==> src/rtl/serial_rx_pkg.sv <==
package serial_rx_pkg;
    typedef enum logic [1:0] {
        ST_IDLE,
        ST_START,
        ST_DATA,
        ST_STOP
    } rx_state_e;
endpackage

==> src/rtl/serial_rx_sync.sv <==
module serial_rx_sync #(
    parameter int STAGES = 2
) (
    input  logic clk,
    input  logic rst_n,
    input  logic din,
    output logic dout
);
    logic [STAGES-1:0] q;

    for (genvar g = 0; g < STAGES; g++) begin : g_stage
        if (g == 0) begin : g_first
            always_ff @(posedge clk or negedge rst_n) begin
                if (!rst_n) q[0] <= 1'b1;
                else        q[0] <= din;
            end
        end else begin : g_next
            always_ff @(posedge clk or negedge rst_n) begin
                if (!rst_n) q[g] <= 1'b1;
                else        q[g] <= q[g-1];
            end
        end
    end

    assign dout = q[STAGES-1];
endmodule

==> src/rtl/serial_rx_tick.sv <==
module serial_rx_tick #(
    parameter int DIV_W = 8
) (
    input  logic             clk,
    input  logic             rst_n,
    input  logic [DIV_W-1:0] divisor,
    output logic             tick
);
    logic [DIV_W-1:0] cnt_q;

    // A counter past a lowered divisor wraps at once instead of running to the top.
    assign tick = (cnt_q >= divisor);

    always_ff @(posedge clk or negedge rst_n) begin
        if (!rst_n)    cnt_q <= '0;
        else if (tick) cnt_q <= '0;
        else           cnt_q <= cnt_q + 1'b1;
    end
endmodule

==> src/rtl/serial_rx_vote3.sv <==
module serial_rx_vote3 (
    input  logic clk,
    input  logic rst_n,
    input  logic en,
    input  logic smp,
    output logic maj
);
    logic [1:0] hist_q;

    always_ff @(posedge clk or negedge rst_n) begin
        if (!rst_n)  hist_q <= 2'b11;
        else if (en) hist_q <= {hist_q[0], smp};
    end

    // The two stored samples and the current sample form the vote.
    assign maj = (hist_q[1] & hist_q[0]) | (hist_q[1] & smp) | (hist_q[0] & smp);
endmodule

==> src/rtl/serial_rx_frame.sv <==
module serial_rx_frame
    import serial_rx_pkg::*;
#(
    parameter int OVS  = 16,
    parameter int MAXB = 9
) (
    input  logic            clk,
    input  logic            rst_n,
    input  logic            tick,
    input  logic            smp,
    input  logic            maj,
    input  logic            nine_in,
    output logic            vote_en,
    output logic            load_evt,
    output logic            stop_ok,
    output logic [MAXB-1:0] frame_data
);
    localparam int PH_W  = $clog2(OVS);
    localparam int BIT_W = $clog2(MAXB + 1);
    localparam logic [PH_W-1:0]  PH_LO   = PH_W'(OVS/2 - 1);
    localparam logic [PH_W-1:0]  PH_HI   = PH_W'(OVS/2 + 1);
    localparam logic [PH_W-1:0]  PH_LAST = PH_W'(OVS - 1);
    localparam logic [BIT_W-1:0] LAST9   = BIT_W'(MAXB - 1);
    localparam logic [BIT_W-1:0] LAST8   = BIT_W'(MAXB - 2);

    rx_state_e         state_q, state_d;
    logic [PH_W-1:0]   phase_q;
    logic [BIT_W-1:0]  bit_q;
    logic              mode9_q;
    logic [MAXB-1:0]   shreg_q;
    logic              decide, bit_end, last_bit;

    assign decide   = tick && (phase_q == PH_HI);
    assign bit_end  = tick && (phase_q == PH_LAST);
    assign last_bit = (bit_q == (mode9_q ? LAST9 : LAST8));

    // State register
    always_ff @(posedge clk or negedge rst_n) begin
        if (!rst_n) state_q <= ST_IDLE;
        else        state_q <= state_d;
    end

    // Next-state logic
    always_comb begin
        state_d = state_q;
        unique case (state_q)
            ST_IDLE:  if (tick && !smp)          state_d = ST_START;
            ST_START: if (decide && maj)         state_d = ST_IDLE;
                      else if (bit_end)          state_d = ST_DATA;
            ST_DATA:  if (bit_end && last_bit)   state_d = ST_STOP;
            ST_STOP:  if (decide)                state_d = ST_IDLE;
            default:                             state_d = ST_IDLE;
        endcase
    end

    // Outputs
    always_comb begin
        vote_en  = tick && (state_q != ST_IDLE) && (phase_q >= PH_LO) && (phase_q <= PH_HI);
        load_evt = (state_q == ST_STOP) && decide;
        stop_ok  = maj;
    end

    // Phase, bit index and shift register
    always_ff @(posedge clk or negedge rst_n) begin
        if (!rst_n) begin
            phase_q <= '0;
            bit_q   <= '0;
            mode9_q <= 1'b0;
            shreg_q <= '0;
        end else if (tick) begin
            if (state_q == ST_IDLE) begin
                if (!smp) begin
                    phase_q <= PH_W'(1);
                    mode9_q <= nine_in;
                    shreg_q <= '0;
                    bit_q   <= '0;
                end
            end else begin
                phase_q <= (phase_q == PH_LAST) ? '0 : phase_q + 1'b1;
                if (state_q == ST_DATA && phase_q == PH_HI)
                    shreg_q[bit_q] <= maj;
                if (state_q == ST_DATA && phase_q == PH_LAST)
                    bit_q <= bit_q + 1'b1;
            end
        end
    end

    assign frame_data = shreg_q;
endmodule

==> src/rtl/serial_rx_vote.sv <==
module serial_rx_vote #(
    parameter int DIV_W       = 8,
    parameter int OVS         = 16,
    parameter int SYNC_STAGES = 2,
    parameter int MAXB        = 9
) (
    input  logic             clk,
    input  logic             rst_n,
    input  logic             rxd,
    input  logic [DIV_W-1:0] divisor,
    input  logic             nine_bits,
    input  logic             rd_stb,
    output logic [MAXB-1:0]  rx_data,
    output logic             rx_done,
    output logic             frame_err,
    output logic             overrun
);
    logic            smp, tick, maj, vote_en, load_evt, stop_ok;
    logic [MAXB-1:0] frame_data;
    logic [MAXB-1:0] data_q;
    logic            done_q, fe_q, or_q;

    serial_rx_sync #(.STAGES(SYNC_STAGES)) sync_i (
        .clk(clk), .rst_n(rst_n), .din(rxd), .dout(smp)
    );

    serial_rx_tick #(.DIV_W(DIV_W)) tick_i (
        .clk(clk), .rst_n(rst_n), .divisor(divisor), .tick(tick)
    );

    serial_rx_vote3 vote_i (
        .clk(clk), .rst_n(rst_n), .en(vote_en), .smp(smp), .maj(maj)
    );

    serial_rx_frame #(.OVS(OVS), .MAXB(MAXB)) frame_i (
        .clk(clk), .rst_n(rst_n), .tick(tick), .smp(smp), .maj(maj),
        .nine_in(nine_bits), .vote_en(vote_en), .load_evt(load_evt),
        .stop_ok(stop_ok), .frame_data(frame_data)
    );

    // Holding register: a read in the same cycle as a load frees it first.
    always_ff @(posedge clk or negedge rst_n) begin
        if (!rst_n) begin
            data_q <= '0;
            done_q <= 1'b0;
            fe_q   <= 1'b0;
            or_q   <= 1'b0;
        end else if (load_evt) begin
            if (done_q && !rd_stb) begin
                or_q <= 1'b1;
            end else begin
                data_q <= frame_data;
                fe_q   <= !stop_ok;
                or_q   <= 1'b0;
                done_q <= 1'b1;
            end
        end else if (rd_stb) begin
            done_q <= 1'b0;
        end
    end

    assign rx_data   = data_q;
    assign rx_done   = done_q;
    assign frame_err = fe_q;
    assign overrun   = or_q;
endmodule

==> config.mk <==
export PLATFORM = sky130hd
export DESIGN_NAME = serial_rx_vote
export DESIGN_NICKNAME = d
export VERILOG_FILES = /design/src/rtl/serial_rx_pkg.sv /design/src/rtl/serial_rx_sync.sv /design/src/rtl/serial_rx_tick.sv /design/src/rtl/serial_rx_vote3.sv /design/src/rtl/serial_rx_frame.sv /design/src/rtl/serial_rx_vote.sv
export SDC_FILE = /design/constraint.sdc
export NUM_CORES = 1
export LEC_CHECK = 0
export BUFFER_PORTS_ARGS = -buffer_cell sky130_fd_sc_hd__buf_2
export CORE_ASPECT_RATIO = 0.7
export CORE_UTILIZATION = 40
export CTS_BUF_LIST = sky130_fd_sc_hd__clkbuf_8
export CTS_CLUSTER_DIAMETER = 80
export DETAILED_ROUTE_END_ITERATION = 8
export RECOVER_POWER = 100
export SYNTH_ARGS = -nofsm -noshare
export SYNTH_HDL_FRONTEND = slang
export SYNTH_SLANG_ARGS = --single-unit
==> constraint.sdc <==
create_clock -name clk -period 2.83 [get_ports clk]
set_input_delay 0.283 -clock clk [delete_from_list [all_inputs] [get_ports clk]]
set_output_delay 0.283 -clock clk [all_outputs]
set_load 0.05 [all_outputs]
**Word-level counts from Yosys, hierarchy flattened**

Cells that the tools add are included.

- Add/sub/neg operators: 3
- $lt $le $gt $ge: 5
- Eq/ne operators: 12
- Muxes and demuxes: 24
- Bitwise operators: 7
- Reductions and logical operators: 28

Operators with widths:

| kind | number |
|---|---|
| $mux 4 | 7 |
| $mux 9 | 3 |
| $logic_and 1x1->1 | 13 |
| $mux 2 | 5 |
| $bwmux 9 | 1 |
| $reduce_and 3->1 | 3 |
| $add 4x1->4 const B | 2 |
| $add 8x1->8 const B | 1 |
| $eq 4x4->1 const B | 2 |
| $ge 8x8->1 | 1 |
| $mux 8 | 1 |
| $pmux 2 s4 | 1 |
| $reduce_bool 2->1 | 4 |
| $ne 2x1->1 const B | 3 |
| $reduce_and 2->1 | 3 |
| $lt 4x5->1 const B | 1 |
| $mux 1 | 5 |
| $demux 1 s4 | 1 |
| $eq 2x2->1 const B | 2 |
| $eq 4x4->1 | 1 |
| $ge 4x1->1 const B | 1 |
| $ge 4x3->1 const B | 1 |
| $le 4x4->1 const B | 1 |
| $ne 2x2->1 const B | 2 |
| 8 further kinds | 14 |

- Register bits: 44
- Input port bits: 13
- Output and inout bits: 12
- Logic and storage cells: 92

**Longest topological paths before layout**

Gate-level depths: netlist (run 1).

- Depth after elaboration: 7
- Mapped depth: 9
- Mapped depth without buffers: 7

**Cells and area by module**

From an unflattened synthesis (run 1), not the netlist that was laid out.

- Cells, all modules: 222
- Area total of the unflattened synthesis: 2414.8 um2

By module, submodules not included:

| module | instances | cells each | area each (um2) | seq. area each (um2) |
|---|---|---|---|---|
| serial_rx_frame | 1 | 133 | 1260.0 | 500.5 |
| serial_rx_tick | 1 | 54 | 555.5 | 200.2 |
| serial_rx_vote | 1 | 28 | 460.4 | 300.3 |
| serial_rx_vote3 | 1 | 5 | 86.3 | 52.6 |
| serial_rx_sync | 1 | 2 | 52.6 | 52.6 |

**Worst setup path after synthesis (run 1)**

No wires, ideal clock.

- Kind: register -> register
- From: register tick_i.cnt_q[5]
- To: register data_q[0], in the netlist rx_data[0]
- Setup time: 0.125 ns
- Arrival time: 1.896 ns
- Data required time: 2.705 ns
- Path slack: 0.810 ns
- Cell stages (with the launch flop): 7
- Buffers on the path: 1
- Period minus slack after synthesis: 2.020 ns
- Path through: dfrtp_1 -> ha_1 -> nand4_1 -> o31a_2 -> nor3b_1 -> buf_4 -> mux2_2

- Word-level cells in the longest chain between the ends: 4

Ends and longest elaborated chain:

| element | RTL line | text |
|---|---|---|
| from (decl) | serial_rx_tick.sv:9 | `logic [DIV_W-1:0] cnt_q;` |
| from (signal assigned) | serial_rx_tick.sv:17 | `else cnt_q <= cnt_q + 1'b1;` |
| $ge 8x8->1 | serial_rx_tick.sv:12 | `assign tick = (cnt_q >= divisor);` |
| $logic_and 1x1->1 | serial_rx_frame.sv:33 | `assign decide = tick && (phase_q == PH_HI);` |
| $logic_and 1x1->1 | serial_rx_frame.sv:59 | `load_evt = (state_q == ST_STOP) && decide;` |
| $reduce_and 2->1 (no line) | n/a |  |
| to (signal assigned) | serial_rx_vote.sv:52 | `data_q <= frame_data;` |
| to (decl) | serial_rx_vote.sv:20 | `logic [MAXB-1:0] data_q;` |

Every way passes these cells.
A chain may end at the register's enable or synchronous reset.

**Worst setup path after layout (run 1)**

- From: register tick_i.cnt_q[5]
- To: register frame_i.phase_q[2]

- Word-level cells in the longest chain between the ends: 2

Ends and longest elaborated chain:

| element | RTL line | text |
|---|---|---|
| $ge 8x8->1 | serial_rx_tick.sv:12 |  |
| $reduce_and 2->1 (no line) | n/a |  |
| to (signal assigned) | serial_rx_frame.sv:79 | `phase_q <= (phase_q == PH_LAST) ? '0 : phase_q + 1'b1;` |
| to (decl) | serial_rx_frame.sv:27 | `logic [PH_W-1:0] phase_q;` |

Every way passes these cells.

==> impl_results.md, run 1 <==
- Seq/Total Area, Yosys: a little under half
- Crit path cell chain: ha_1, nand4_1, o31ai_2, clkbuf_1, nand2_1, a221o_1
- Post_cts resized: 0
- Depth of the worst register-to-register path: 6
- Post-Synth Simple-Gate Area: 15.5%
- Main combinational cell family by area after synthesis: compound AO/OA/AOI/OAI gates
- CTS tree: yes
- Register Area: about 1100 µm²
- Slew HR: -52.7%
- DR DRC count: 0
- # fillers: between 500 and 600
- Final setup fails: 0
- Worst Skew: between 0.006 and 0.007 ns
- Startpoint types: register
- WS Path Type: reg2reg
- Violated checks: max-capacitance violations, max-slew violations
- Power Density: a little over 700 nW/µm²
- Max frequency: slightly above 400 MHz
- R2R Path Start: tick_i.cnt_q[5]$_DFF_PN0_
- Post-synth top area share: a little over two fifths
- WP data required: about 3.0 ns
- Comb power frac: around 30%
- # IOs: 25
- Clk buf depth: 2
- Max stage delay on crit path: 0.56 ns
- Clock latency at the later pin of the worst-skew pair: 0.30 ns
- Placed Cells incl. Taps: 321
- Initial antenna violation count: 0
- Area grow syn2layout: 11.1%
- Unrepaired setup endpoints after global routing: no
- Largest net degree at the start of global routing: 45
- Layout net count: roughly 280
- Async set-reset flop share out of synthesis: 100%
- Outcome: finished with violations
- Worst Tran Pin Value: 2.29 ns
- Worst reg2reg endpoint: frame_i.phase_q[2]$_DFFE_PN0P_
- PortBufs: 24
- Seq cells post-synth: 44
- Hold crit path type: in2reg
- Synth top cells by count: dfrtp_1 (40), nor2_1 (18), inv_1 (17), ha_1 (16), mux2_2 (12)
- Total Routing Usage GR: between 15 and 20%
- Die H: between 60 and 70 µm
- Clock Power Share: roughly 22%
- DR WL/cell: about 14 µm
- Total CTS buffers: 5
- Most common cell in the netlist: dfrtp_1
- Number of core rows: 23
- Top FF cell, synth: dfrtp_1
- Max Slew Vio Count: 45
- # clock sinks: 44
- Post-synthesis adder-cell area fraction: between 8 and 9%
- Synth Instances: between 200 and 250
- Vias per cell: between 5 and 6
- Worst reg-to-reg setup slack: ~0.38 ns
- Antenna Diode Count: 0
- Yosys top cell by area: dfrtp_1
- Die X: roughly 95 µm
- Switching power share of the total: 37.2%
- ANT nets after route: 0
- Final hold viol count: 0
- Routed WL: between 4 and 5 mm
- Synth cell types: 45
- GRT overflow: 0
- H-tree depth: 2
- Period Utilization, post-route: 86.6%
- Post-CTS setup repair buffer count: 0
- Average size of a mapped cell: approximately 11 µm²
- HPWL Detailed: roughly 3.4 mm
- Area contributors post-synth: dfrtp_1 (42%), ha_1 (8.3%), mux2_2 (5.6%), dfstp_2 (4.4%), a22o_1 (3.3%)
- Vias: around 1,700
- CP Capture Point: frame_i.phase_q[2]$_DFFE_PN0P_
- Reg clk slew, reported paths: ~0.090 ns
- Multi-input logic area: between 1000 and 1500 µm²
- Initial core utilization: about two fifths
- Yosys warns: 0
- Root Driver: clkbuf_8
- XOR/XNOR share of the synthesized area: under 10%
- Die area: approximately 6300 µm²
- Arrival time worst endpoint: roughly 2.6 ns
- Synthesized Nets: between 200 and 300
- Mux cell area share after synthesis: between 6 and 7%
- Fraction of layout cells with a size suffix above 1: between 15 and 20%
- Crit-path slowest cell: clkbuf_1
- Worst vdd ir: about 270 µV
- Post-synthesis compound-gate area fraction: 15.5%
- Period minus WS final: roughly 2.5 ns
- Crit-path max FO: 15
- Crit end category: register
- Post-CTS Hold Buffers: 0
- Vias in the first global route: between 1,500 and 2,000
- Sequential Power Share: 46.9%
- CORE AREA: between 5000 and 6000 µm²
- Max Cap Viol: 1
- Net Sw Power: ~0.7 mW
- Worst Setup SP: tick_i.cnt_q[5]$_DFF_PN0_
- EDFF count, synth: 0
- Setup_tns: 0 ns
- Pre-Repair DR Iteration Count: 4
- 1st-iter DRT viols: ~120
- Placer Congestion: between 0.8 and 0.9
- Final Non-Filler Cells: about 330
- Internal power: between 1 and 1.5 mW
- Static Leak: about 1.2 nW
- Post-synthesis instance area: approximately 2400 µm²
- Global-route wire length before repair: a little under 8 mm
## flip-flops by register name, summed over array words and instances (netlist names), 2 cells and up, named ones only
name                cells
rx_data                 9
frame_i.bit_q           4
vote_i.hist_q           2
tick_i.cnt_q            8
frame_i.frame_data      9
frame_i.phase_q         4
## area by class of cell
type,instances,area share [%]
multi-input combinational,156,43.8
sequential,44,41.5
timing repair buffer,29,5.16
tap,75,3.52
clock buffer,6,3.10
inverter,17,2.39
clock inverter,2,0.563
## worst min-delay path by stage
stage                                startpoint                    endpoint  depth (start not counted)  slack (ns)
after floorplan                           rst_n  asynchronous set/reset pin                          0       -0.01
after detailed placement  sync_i.q[0]$_DFF_PN1_       sync_i.dout$_DFF_PN1_                          0        0.35
after CTS                                   rxd       sync_i.q[0]$_DFF_PN1_                          1        0.06
after global routing                        rxd       sync_i.q[0]$_DFF_PN1_                          1        0.06
after global placement    sync_i.q[0]$_DFF_PN1_       sync_i.dout$_DFF_PN1_                          0        0.35
final                                       rxd       sync_i.q[0]$_DFF_PN1_                          1        0.07
## through the flow
step                      setup slack (ns)  hold slack [ns]  util [%]  power (mW)  cell area [µm²]
after floorplan                      0.810          -0.0126         -        1.35             2400
after global placement               0.550            0.346      45.1        1.49             2590
after detailed placement             0.497            0.347      45.1        1.51             2590
after CTS                            0.476           0.0582      46.8        1.94             2690
after global routing                 0.188           0.0563      46.3        2.06             2670
final                                0.380           0.0713      46.3        1.91             2670
## worst max-delay path, delay by kind of cell, from the launching register on
| kind | cells | cell delay, ns |
|---|---|---|
| flip-flops | 1 | 0.43 |
| AND/OR/NAND/NOR | 2 | 0.39 |
| adder cells (fa/ha/maj) | 1 | 0.31 |
| AO/OA/AOI/OAI | 2 | 0.65 |
| buffers and inverters | 1 | 0.56 |
## power groups by stage
stage / clock network (mW) / logic (mW) / registers [mW]
after floorplan: 0 / 0.515 / 0.833
after global placement: 0 / 0.593 / 0.900
after detailed placement: 0 / 0.600 / 0.905
after CTS: 0.443 / 0.606 / 0.892
after global routing: 0.470 / 0.676 / 0.918
final: 0.424 / 0.589 / 0.894
## placed cells by master, fill, tap and decap left out, types with 8 or more instances in the layout
master and instances:
a22o_1 9, clkbuf_1 14, ha_1 16, a31oi_1 10, o21ai_0 8, mux2_2 12, or3_1 8, inv_1 17
buf_2 11, dfrtp_1 40, nor2_1 18
## kinds of logic after synthesis
kind of cell	count (synthesis)
flops	44
fa+ha+maj	17
xor+xnor	6
mux	15
simple gates	68
compound gates	50
buf+inv	27
## per-layer routing
metal | track usage, % | part of all wire, %
met1 | 24.7 | 54
met2 | 22.6 | 40
met3 | 3.88 | 4.5
met4 | 7.39 | 1.8
met5 | 0 | 0
(Power assumes the default switching activity.)
==> run 2, diff against run 1 <==
--- a/config.mk
+++ b/config.mk
@@ -7,7 +7,7 @@
 export LEC_CHECK = 0
 export BUFFER_PORTS_ARGS = -buffer_cell sky130_fd_sc_hd__buf_2
 export CORE_ASPECT_RATIO = 0.7
-export CORE_UTILIZATION = 40
+export CORE_UTILIZATION = 25
 export CTS_BUF_LIST = sky130_fd_sc_hd__clkbuf_8
 export CTS_CLUSTER_DIAMETER = 80
 export DETAILED_ROUTE_END_ITERATION = 8
==> run 2 against run 1 <==
  * The run still ends with max-capacitance violations, max-slew violations left
  * Non-clock buffer count is 1 lower
  * Hold slack worse by 0.017 ns
  * First-iteration DRC count is 13% lower
  * Clock power is 22% higher
  * Sequential power hardly changed
  * Count of clock-buffer cells in the layout is 1 lower
  * Cell area is 2.2% higher
  * Sequential cell count stayed put
  * Critical endpoint is now rx_data[1]$_DFFE_PN0P_
==> impl_results.md, run 2 (synthesis gave the netlist of run 1 again) <==
- Global-route wire length before repair: between 8 and 9 mm
- Antenna Diode Count: 0
- Hold crit path type: in2reg
- # fillers: 978
- Post_cts resized: 0
- Initial core utilization: roughly a quarter
- Post-CTS Hold Buffers: 0
- Layout net count: around 280
- Startpoint types: register
- Initial antenna violation count: 0
- Die H: 84.0 µm
- Max frequency: 390 MHz
- Total Routing Usage GR: between 10 and 15%
- Max Cap Viol: 1
- Power Density: roughly 730 nW/µm²
- HPWL Detailed: ~3.6 mm
- DR DRC count: 0
- Period minus WS final: about 2.6 ns
- Crit path cell chain: inv_1, ha_1, nand2b_1, a2111oi_4, o31a_2, nor3b_1, clkbuf_2, mux2_2
- Hold path start: rxd
- Most frequent cells in the layout: dfrtp_1 (40), nor2_1 (18), inv_1 (17)
- Crit-path max FO: 21
- Die X: 119 µm
- Final Non-Filler Cells: roughly 380
- 1st-iter DRT viols: between 100 and 150
- Worst Skew: roughly 0.0086 ns
- Fraction of layout cells with a size suffix above 1: between 15 and 20%
- Clock latency at the later pin of the worst-skew pair: between 0.3 and 0.4 ns
- Commonest non-fill, non-tap cell in the layout: dfrtp_1
- Outcome: finished with violations
- Arrival time worst endpoint: 2.77 ns
- Placed Cells incl. Taps: 369
- Crit-path slowest cell: dfrtp_1
- Reg clk slew, reported paths: around 0.10 ns
- Routed WL: 5.17 mm
- Max stage delay on crit path: 0.46 ns
- Number of cells on the worst hold path: 1
- Worst Tran Pin Value: between 2 and 2.5 ns
- Hold_ws: roughly 0.054 ns
- Crit end category: register
- Vias: about 1,800
- Pre-Repair DR Iteration Count: 4
- Violated checks: max-capacitance violations, max-slew violations
- Vias in the first global route: about 1,800
- PortBufs: 24
- Total CTS buffers: 5
- Max Slew Vio Count: 45
- Area grow syn2layout: 13.5%
- Number of core rows: 29
- CTS tree: yes
- Worst reg-to-reg setup slack: between 0.2 and 0.3 ns
- CORE AREA: between 9000 and 10,000 µm²
- Worst vdd ir: around 180 µV
- Hold path endpoint: sync_i.q[0]$_DFF_PN1_
- Largest net degree at the start of global routing: 45
- WP data required: approximately 3.0 ns
- R2R Path Start: tick_i.cnt_q[0]$_DFF_PN0_
- Clk buf depth: 2
- Depth of the worst register-to-register path: 8
- Unrepaired setup endpoints after global routing: no
- Root Driver: clkbuf_8
- # IOs: 25
- ANT nets after route: 0
- Worst reg2reg endpoint: rx_data[1]$_DFFE_PN0P_
- Period Utilization, post-route: around nine tenths
- Final setup fails: 0
- Placer Congestion: ~0.77
- # clock sinks: 44
- Final hold viol count: 0
- Vias per cell: between 4 and 5
- Die area: about 10,000 µm²
- Static Leak: between 1 and 1.5 nW
- GRT overflow: 0
- Post-CTS setup repair buffer count: 0
- WS Path Type: reg2reg
- DR WL/cell: 13.7 µm
- Slew HR: -58.5%
- Setup_tns: 0 ns
- H-tree depth: 2
## run 2: cell types whose count changed in the layout (fill, tap and decap cells not counted), sizes merged
cell,before,now
buf,15,13
clkinv,0,2
clkinvlp,2,0
bufinv,0,1
## run 2: where the power goes
group	total, mW	internal [mW]	switching, mW	leakage, nW
Sequential	0.896	0.738	0.159	0.566
Clock	0.518	0.266	0.252	0.0583
Combinational	0.574	0.248	0.326	0.574
## run 2: through the flow
stage | utilization [%] | setup WS (ns) | cell area (µm²) | power (mW)
4_1_cts | 30.1 | 0.370 | 2760 | 2.02
3_5_place_dp | 28.8 | 0.387 | 2650 | 1.50
3_3_place_gp | 28.8 | 0.456 | 2650 | 1.48
5_1_grt | 29.7 | 0.113 | 2720 | 2.14
2_1_floorplan | - | 0.810 | 2400 | 1.35
6_report | 29.7 | 0.266 | 2720 | 1.99
## run 2: worst max-delay path: cells and delay by family (launching register included)
family / cells / cell delay, ns
AOI/OAI and AO/OA: 2 / 0.83
DFF: 1 / 0.46
buffers and inverters: 2 / 0.31
muxes: 1 / 0.31
and+or+nand+nor: 2 / 0.27
adders and majority gates: 1 / 0.26
## run 2: layer usage
| layer | vias up | global-route usage (%) | part of all wire [%] |
|---|---|---|---|
| met5 | - | 0 | 0 |
| met4 | 0 | 4.37 | 1.4 |
| met3 | 8 | 3.35 | 5.5 |
| met2 | 46 | 15.3 | 38 |
| met1 | 868 | 16.7 | 55 |
| li1 | 874 | - | - |
## run 2: area by class of cell
| class | instances | area [µm²] | share of cell area [%] |
|---|---|---|---|
| multi-input combinational | 156 | 1150 | 42.4 |
| clock inverter | 3 | 47.5 | 1.75 |
| timing repair buffer | 28 | 128 | 4.69 |
| clock buffer | 5 | 68.8 | 2.53 |
| sequential | 44 | 1110 | 40.6 |
| tap | 124 | 155 | 5.70 |
| inverter | 17 | 63.8 | 2.34 |
## run 2: how the worst max path moves through the flow
stage          slack, ns                 startpoint  cells past startpoint                     end
2_1_floorplan       0.81  tick_i.cnt_q[5]$_DFF_PN0_                      6  rx_data[0]$_DFFE_PN0P_
3_3_place_gp        0.46  tick_i.cnt_q[0]$_DFF_PN0_                      8  rx_data[5]$_DFFE_PN0P_
3_5_place_dp        0.39  tick_i.cnt_q[0]$_DFF_PN0_                      8  rx_data[2]$_DFFE_PN0P_
4_1_cts             0.37  tick_i.cnt_q[0]$_DFF_PN0_                      8  rx_data[2]$_DFFE_PN0P_
5_1_grt             0.11  tick_i.cnt_q[0]$_DFF_PN0_                      8  rx_data[2]$_DFFE_PN0P_
6_report            0.27  tick_i.cnt_q[0]$_DFF_PN0_                      8  rx_data[1]$_DFFE_PN0P_
